**config.mk**
```make
export PLATFORM = sky130hd
export DESIGN_NAME = cmul3_top
export DESIGN_NICKNAME = d
export VERILOG_FILES = /design/src/rtl/cmul3_pkg.sv /design/src/rtl/cmul3_preadd.sv /design/src/rtl/cmul3_mul.sv /design/src/rtl/cmul3_postadd.sv /design/src/rtl/cmul3_top.sv
export SDC_FILE = /design/constraint.sdc
export NUM_CORES = 2
export LEC_CHECK = 0
export ABC_AREA = 0
export BUFFER_PORTS_ARGS = -buffer_cell sky130_fd_sc_hd__buf_4
export CAP_MARGIN = 25
export CORE_MARGIN = 5
export CORE_UTILIZATION = 35
export CTS_BUF_LIST = sky130_fd_sc_hd__clkbuf_16
export CTS_CLUSTER_DIAMETER = 200
export DETAILED_ROUTE_END_ITERATION = 6
export GPL_TIMING_DRIVEN = 0
export PLACE_DENSITY = 0.62
export RECOVER_POWER = 50
export SLEW_MARGIN = 20
export SYNTH_ARGS = -nofsm -noshare
export SYNTH_HDL_FRONTEND = slang
export SYNTH_SLANG_ARGS = --single-unit
```
**constraint.sdc**
```tcl
create_clock -name clk -period 6.9 [get_ports clk]
set_input_delay 1.035 -clock clk [delete_from_list [all_inputs] [get_ports clk]]
set_output_delay 1.035 -clock clk [all_outputs]
set_load 0.01 [all_outputs]
```
**src/rtl/cmul3_pkg.sv**
```systemverilog
package cmul3_pkg;

    // Fixed latency: pre-add register, multiply register, post-add register
    localparam int unsigned PIPE_LAT = 3;

    // Number of real multipliers in the shared-term form
    localparam int unsigned NUM_MUL = 3;

    // Multiplier slot assignment
    typedef enum logic [1:0] {
        MUL_SHARED = 2'd0,   // a_re * (b_re + b_im)
        MUL_REAL   = 2'd1,   // (a_re + a_im) * b_im
        MUL_IMAG   = 2'd2    // (a_im - a_re) * b_re
    } mul_slot_e;

    // Width growth rules
    function automatic int unsigned pre_w(input int unsigned n);
        return n + 1;
    endfunction

    function automatic int unsigned prod_w(input int unsigned n);
        return pre_w(n) + n;
    endfunction

    function automatic int unsigned out_w(input int unsigned n);
        return prod_w(n) + 1;
    endfunction

endpackage

```
**src/rtl/cmul3_preadd.sv**
```systemverilog
module cmul3_preadd
    import cmul3_pkg::*;
#(
    parameter int unsigned N = 16
) (
    input  logic                          clk,
    input  logic signed [N-1:0]           a_re,
    input  logic signed [N-1:0]           a_im,
    input  logic signed [N-1:0]           b_re,
    input  logic signed [N-1:0]           b_im,
    output logic signed [pre_w(N)-1:0]    sum_b,
    output logic signed [pre_w(N)-1:0]    sum_a,
    output logic signed [pre_w(N)-1:0]    dif_a,
    output logic signed [N-1:0]           a_re_q,
    output logic signed [N-1:0]           b_re_q,
    output logic signed [N-1:0]           b_im_q
);
    localparam int unsigned PW = pre_w(N);

    logic signed [PW-1:0] are_x, aim_x, bre_x, bim_x;

    // Sign extension before every add or subtract
    always_comb begin
        are_x = PW'(a_re);
        aim_x = PW'(a_im);
        bre_x = PW'(b_re);
        bim_x = PW'(b_im);
    end

    always_ff @(posedge clk) begin
        sum_b  <= bre_x + bim_x;
        sum_a  <= are_x + aim_x;
        dif_a  <= aim_x - are_x;
        a_re_q <= a_re;
        b_re_q <= b_re;
        b_im_q <= b_im;
    end

endmodule

```
**src/rtl/cmul3_mul.sv**
```systemverilog
module cmul3_mul #(
    parameter int unsigned AW = 17,
    parameter int unsigned BW = 16
) (
    input  logic                    clk,
    input  logic signed [AW-1:0]    op_a,
    input  logic signed [BW-1:0]    op_b,
    output logic signed [AW+BW-1:0] prod
);
    localparam int unsigned RW = AW + BW;

    logic signed [RW-1:0] a_x, b_x;

    always_comb begin
        a_x = RW'(op_a);
        b_x = RW'(op_b);
    end

    // The product of AW and BW bit signed values always fits in AW+BW bits
    always_ff @(posedge clk) begin
        prod <= a_x * b_x;
    end

endmodule

```
**src/rtl/cmul3_postadd.sv**
```systemverilog
module cmul3_postadd #(
    parameter int unsigned PRW = 33
) (
    input  logic                   clk,
    input  logic signed [PRW-1:0]  p_shared,
    input  logic signed [PRW-1:0]  p_real,
    input  logic signed [PRW-1:0]  p_imag,
    output logic signed [PRW:0]    res_re,
    output logic signed [PRW:0]    res_im
);
    localparam int unsigned OW = PRW + 1;

    logic signed [OW-1:0] sh_x, re_x, im_x;

    always_comb begin
        sh_x = OW'(p_shared);
        re_x = OW'(p_real);
        im_x = OW'(p_imag);
    end

    always_ff @(posedge clk) begin
        res_re <= sh_x - re_x;
        res_im <= sh_x + im_x;
    end

endmodule

```
**src/rtl/cmul3_top.sv**
```systemverilog
module cmul3_top
    import cmul3_pkg::*;
#(
    parameter int unsigned N = 16
) (
    input  logic                         clk,
    input  logic                         rst,
    input  logic                         in_vld,
    input  logic signed [N-1:0]          a_re,
    input  logic signed [N-1:0]          a_im,
    input  logic signed [N-1:0]          b_re,
    input  logic signed [N-1:0]          b_im,
    output logic                         out_vld,
    output logic signed [2*N+1:0]        p_re,
    output logic signed [2*N+1:0]        p_im
);
    localparam int unsigned PW  = pre_w(N);
    localparam int unsigned PRW = prod_w(N);
    localparam int unsigned OW  = out_w(N);

    // Pre-add stage outputs carried as one record
    typedef struct packed {
        logic signed [PW-1:0] sum_b;
        logic signed [PW-1:0] sum_a;
        logic signed [PW-1:0] dif_a;
        logic signed [N-1:0]  a_re;
        logic signed [N-1:0]  b_re;
        logic signed [N-1:0]  b_im;
    } pre_stage_t;

    pre_stage_t pre_q;

    logic signed [PW-1:0]  mul_wide   [NUM_MUL];
    logic signed [N-1:0]   mul_narrow [NUM_MUL];
    logic signed [PRW-1:0] mul_prod   [NUM_MUL];

    logic signed [OW-1:0]  res_re, res_im;
    logic [PIPE_LAT-1:0]   vld_sr;

    // Stage 1: three pre-combining adders
    cmul3_preadd #(.N(N)) u_pre (
        .clk    (clk),
        .a_re   (a_re),
        .a_im   (a_im),
        .b_re   (b_re),
        .b_im   (b_im),
        .sum_b  (pre_q.sum_b),
        .sum_a  (pre_q.sum_a),
        .dif_a  (pre_q.dif_a),
        .a_re_q (pre_q.a_re),
        .b_re_q (pre_q.b_re),
        .b_im_q (pre_q.b_im)
    );

    // Operand routing to the three multipliers
    always_comb begin
        mul_wide[MUL_SHARED]   = pre_q.sum_b;
        mul_narrow[MUL_SHARED] = pre_q.a_re;
        mul_wide[MUL_REAL]     = pre_q.sum_a;
        mul_narrow[MUL_REAL]   = pre_q.b_im;
        mul_wide[MUL_IMAG]     = pre_q.dif_a;
        mul_narrow[MUL_IMAG]   = pre_q.b_re;
    end

    // Stage 2: three real multipliers
    for (genvar gi = 0; gi < NUM_MUL; gi++) begin : g_mul
        cmul3_mul #(.AW(PW), .BW(N)) u_mul (
            .clk  (clk),
            .op_a (mul_wide[gi]),
            .op_b (mul_narrow[gi]),
            .prod (mul_prod[gi])
        );
    end

    // Stage 3: final add and subtract
    cmul3_postadd #(.PRW(PRW)) u_post (
        .clk      (clk),
        .p_shared (mul_prod[MUL_SHARED]),
        .p_real   (mul_prod[MUL_REAL]),
        .p_imag   (mul_prod[MUL_IMAG]),
        .res_re   (res_re),
        .res_im   (res_im)
    );

    // Valid pipeline, the only reset state in the block
    always_ff @(posedge clk) begin
        if (rst) begin
            vld_sr <= '0;
        end else begin
            vld_sr <= {vld_sr[PIPE_LAT-2:0], in_vld};
        end
    end

    assign out_vld = vld_sr[PIPE_LAT-1];
    assign p_re    = res_re;
    assign p_im    = res_im;

endmodule

```
==> metrics.md <==
| Metric | Value |
|---|---|
| CTS clk-pin slew, worst paths | `about 0.060 ns` |
| Minimum clock period | `6.65 ns` |
| Final GP Congestion | `slightly above 0.9` |
| First-pass GRT wire length | `179 mm` |
| Unique masters post-synth | `76` |
| Die area | `0.125 sq mm` |
| Initial core utilization | `0.351` |
| Top-area cell type share of the netlist area | `0.404` |
| Achievable Freq | `150 MHz` |
| TNS Setup | `0 ns` |
| CP arrival | `7.12 ns` |
| Synthesis-to-finish area growth | `10.0%` |
| Max_slew headroom | `0.382` |
| Most frequent CP cell | `fa_1` |
| PortBufs | `roughly 140` |
| Setup violators final | `0` |
| CTS root buffer | `clkbuf_16` |
| Final Hold Viols | `0` |
| Inserted Clock Buffers | `35` |
| Hold crit path type | `register to register` |
| Layout cells sized above 1 | `0.0609` |
| Antenna violations before repair | `11` |
| Critical Path RT | `7.36 ns` |
| Max clock buf depth | `3` |
| R2R Setup Slk | `~0.25 ns` |
| Status | `completed` |
| Mapped Area | `0.0413 sq mm` |
| Sink Count | `268` |
| Total grt overflow | `0` |
| Worst R2R Path Depth | `19` |
| Total vias in the final route | `29700` |
| Leading area contributor after synthesis | `fa_1` |
| Crit path cell chain | `clkbuf_1 > and2_1 > fa_1 > fa_1 > fa_1 > fa_1 > fa_1 > inv_1 > fa_1 > inv_1 > ha_1 > a21o_1 > a21o_1 > a21oi_1 > o21ai_0 > o311a_1 > o21ai_1 > a21boi_1 > a311oi_1` |
| Die Y-Extent | `354 microns` |
| Fin area | `0.0455 sq mm` |
| Element type at the critical path end | `register` |
| Largest net degree at the start of global routing | `14` |
| CTS tree | `done` |
| Yosys warning count | `0` |
| Post-Syn Instances | `around 4400` |
| CP startpoint kind | `register` |
| Clk_skew | `0.0223 ns` |
| Drt drc | `0` |
| Vias in the first global route | `29700` |
| Overall global routing resource usage | `0.186` |
| Area after DPL | `~0.044 sq mm` |
| Number of maximum-capacitance violations | `0` |
| Final core occ | `0.387` |
| Core ar. | `0.118 sq mm` |
| Post-synth EDFFs | `0` |
| Number of vias per cell | `4.84` |
| CP max-delay cell | `dfxtp_1` |
| Die X | `354 microns` |
| Top_reg_cell synth | `dfxtp_1` |
| Number of synthesized register bits | `268` |
| WL/cell | `18.9 microns` |
| Worst-Skew Late Latency | `around 0.56 ns` |
| Ys async rst share | `0` |
| Critical Path Fanout Max | `10` |
| RSZ-0062 raised after global routing | `true` |
| Boundary pin count | `between 100 and 150` |
| Slowest stage delay, CP | `0.62 ns` |
| Net count, final | `5828` |
| Setup CP Type | `register to register` |
| Initial drt markers | `2199` |
| Rows | `126` |
| # hold bufs at CTS | `0` |
| Worst Hold Depth | `1` |
| Fin crit share | `0.964` |
| H-tree levels | `2` |
| Register area share after synthesis | `0.130` |
| Final Max Slew Viols | `0` |
| Synthesized area per cell | `9.40 sq um` |
| DPL Wire Length | `between 100 and 150 mm` |
| Syn_nets | `5663` |
| Total Wirelength | `116 mm` |
| DRT Pass-1 Iters | `6` |
| Worst-Margin Slew | `0.921 ns` |
| Top post-synthesis cells by area | `fa_1 (40%), dfxtp_1 (13%), ha_1 (11%), inv_1 (9.0%), and2_1 (6.1%)` |
| ANT nets after route | `0` |
[metal layers]
layer,global-route usage,vias to the layer above,routed length (microns)
met2,0.270,948,48300
met4,0.0379,6,2520
met1,0.281,15000,54800
met3,0.0457,105,9890
met5,0,-,43
li1,-,13600,-
[flip-flops by register name, summed over array words and instances (netlist names)]
signal            flops
u_pre.sum_a          17
u_pre.b_im_q         16
u_pre.sum_b          17
u_pre.dif_a          16
u_post.res_im        34
u_pre.a_re_q         16
u_pre.b_re_q         16
g_mul.u_mul.prod     99
u_post.res_re        34
vld_sr                3
[synth_stat cells, types with 6 or more instances]
library cell / instances
o21ai_0: 49
a21o_1: 59
a21oi_1: 147
nor3_1: 31
a311oi_1: 6
nand2_1: 450
xor2_1: 44
ha_1: 366
a31oi_1: 8
o21a_1: 24
and2_1: 400
o21bai_1: 31
or3_1: 16
o31ai_1: 10
dfxtp_1: 268
a211oi_1: 17
o211ai_1: 7
nor2_1: 127
nand4_1: 11
inv_1: 992
nand3_1: 31
o21ai_1: 25
fa_1: 833
nor2b_1: 23
nand3b_1: 6
nand2b_1: 34
xnor2_1: 152
and3_1: 15
clkbuf_1: 121
[cell type report]
class	count	area, sq um
multi-input cells	3013	31900
repair buffers	139	601
plain buffers	113	673
well taps	1536	1920
clock inverters	23	245
fillers	11900	72100
flip-flops and latches	268	5510
clock buffers	37	926
inverters	992	3730
diodes	2	5.00
[cell usage in the layout (no fill, tap or decap), types with 7 or more instances in the layout]
cell          n
or3_1        16
o21ai_1      22
nor2_1      127
a21oi_1     144
nor2b_1      23
clkbuf_1    138
a211oi_1     17
nand4_1      11
clkbuf_16    37
ha_1        364
and2_1      394
clkbuf_2     37
fa_1        829
a31oi_1       8
buf_2         9
clkinvlp_4    7
a21o_1       59
dfxtp_4      20
and3_1       15
o211ai_1      7
o21ai_0      50
o21a_1       24
xor2_1       44
nand2_1     449
dfxtp_1     195
o31ai_1       9
nand2b_1     34
inv_1       992
nor3_1       30
o21bai_1     31
nand3_1      31
buf_4        29
dfxtp_2      53
clkbuf_4     31
xnor2_1     152
[kinds of logic after synthesis]
logic type,after synthesis,share of synthesized area
AO/OA/AOI/OAI,452,0.0720
XOR/XNOR,196,0.0415
adder cells (fa/ha/maj),1199,0.514
buffers and inverters,1116,0.101
flip-flops,268,0.130
multiplexers,3,0.000757
AND/OR/NAND/NOR,1163,0.140
[path summary, 6_finish.rpt]
| kind | from | end |
|---|---|---|
| hold / removal | vld_sr[1] | vld_sr[2] |
| hold reg to reg | vld_sr[1] | vld_sr[2] |
| setup / recovery | u_pre.a_re_q[14] | g_mul[0].u_mul.prod[32] |
| setup reg to reg | u_pre.a_re_q[14] | g_mul[0].u_mul.prod[32] |
[critical path, delay by kind of cell (launching register included)]
| kind | cells | cell delay (ns) |
|---|---|---|
| buf+inv | 3 | 0.59 |
| compound gates | 8 | 1.95 |
| simple gates | 1 | 0.23 |
| fa+ha+maj | 7 | 3.17 |
| flops | 1 | 0.62 |
[what timing repair did]
action,4_1_cts,5_1_grt
buffers inserted,0,4
pin swaps,1,5
endpoints found under the setup margin,19,17
gates resized for setup,127,209
[metrics by stage]
stage / hold WS (ns) / cells / setup slack (ns)
floorplan: 0.414 / 4397 / 0.583
global placement: 0.430 / 6068 / -0.587
detailed placement: 0.434 / 6068 / -0.626
CTS: 0.450 / 6119 / 0.00286
global route: 0.465 / 6121 / -0.00704
finish: 0.443 / 6123 / 0.246
Power is not shown: default switching activity piles up to over one toggle a cycle in this logic, so the estimate is an artifact.
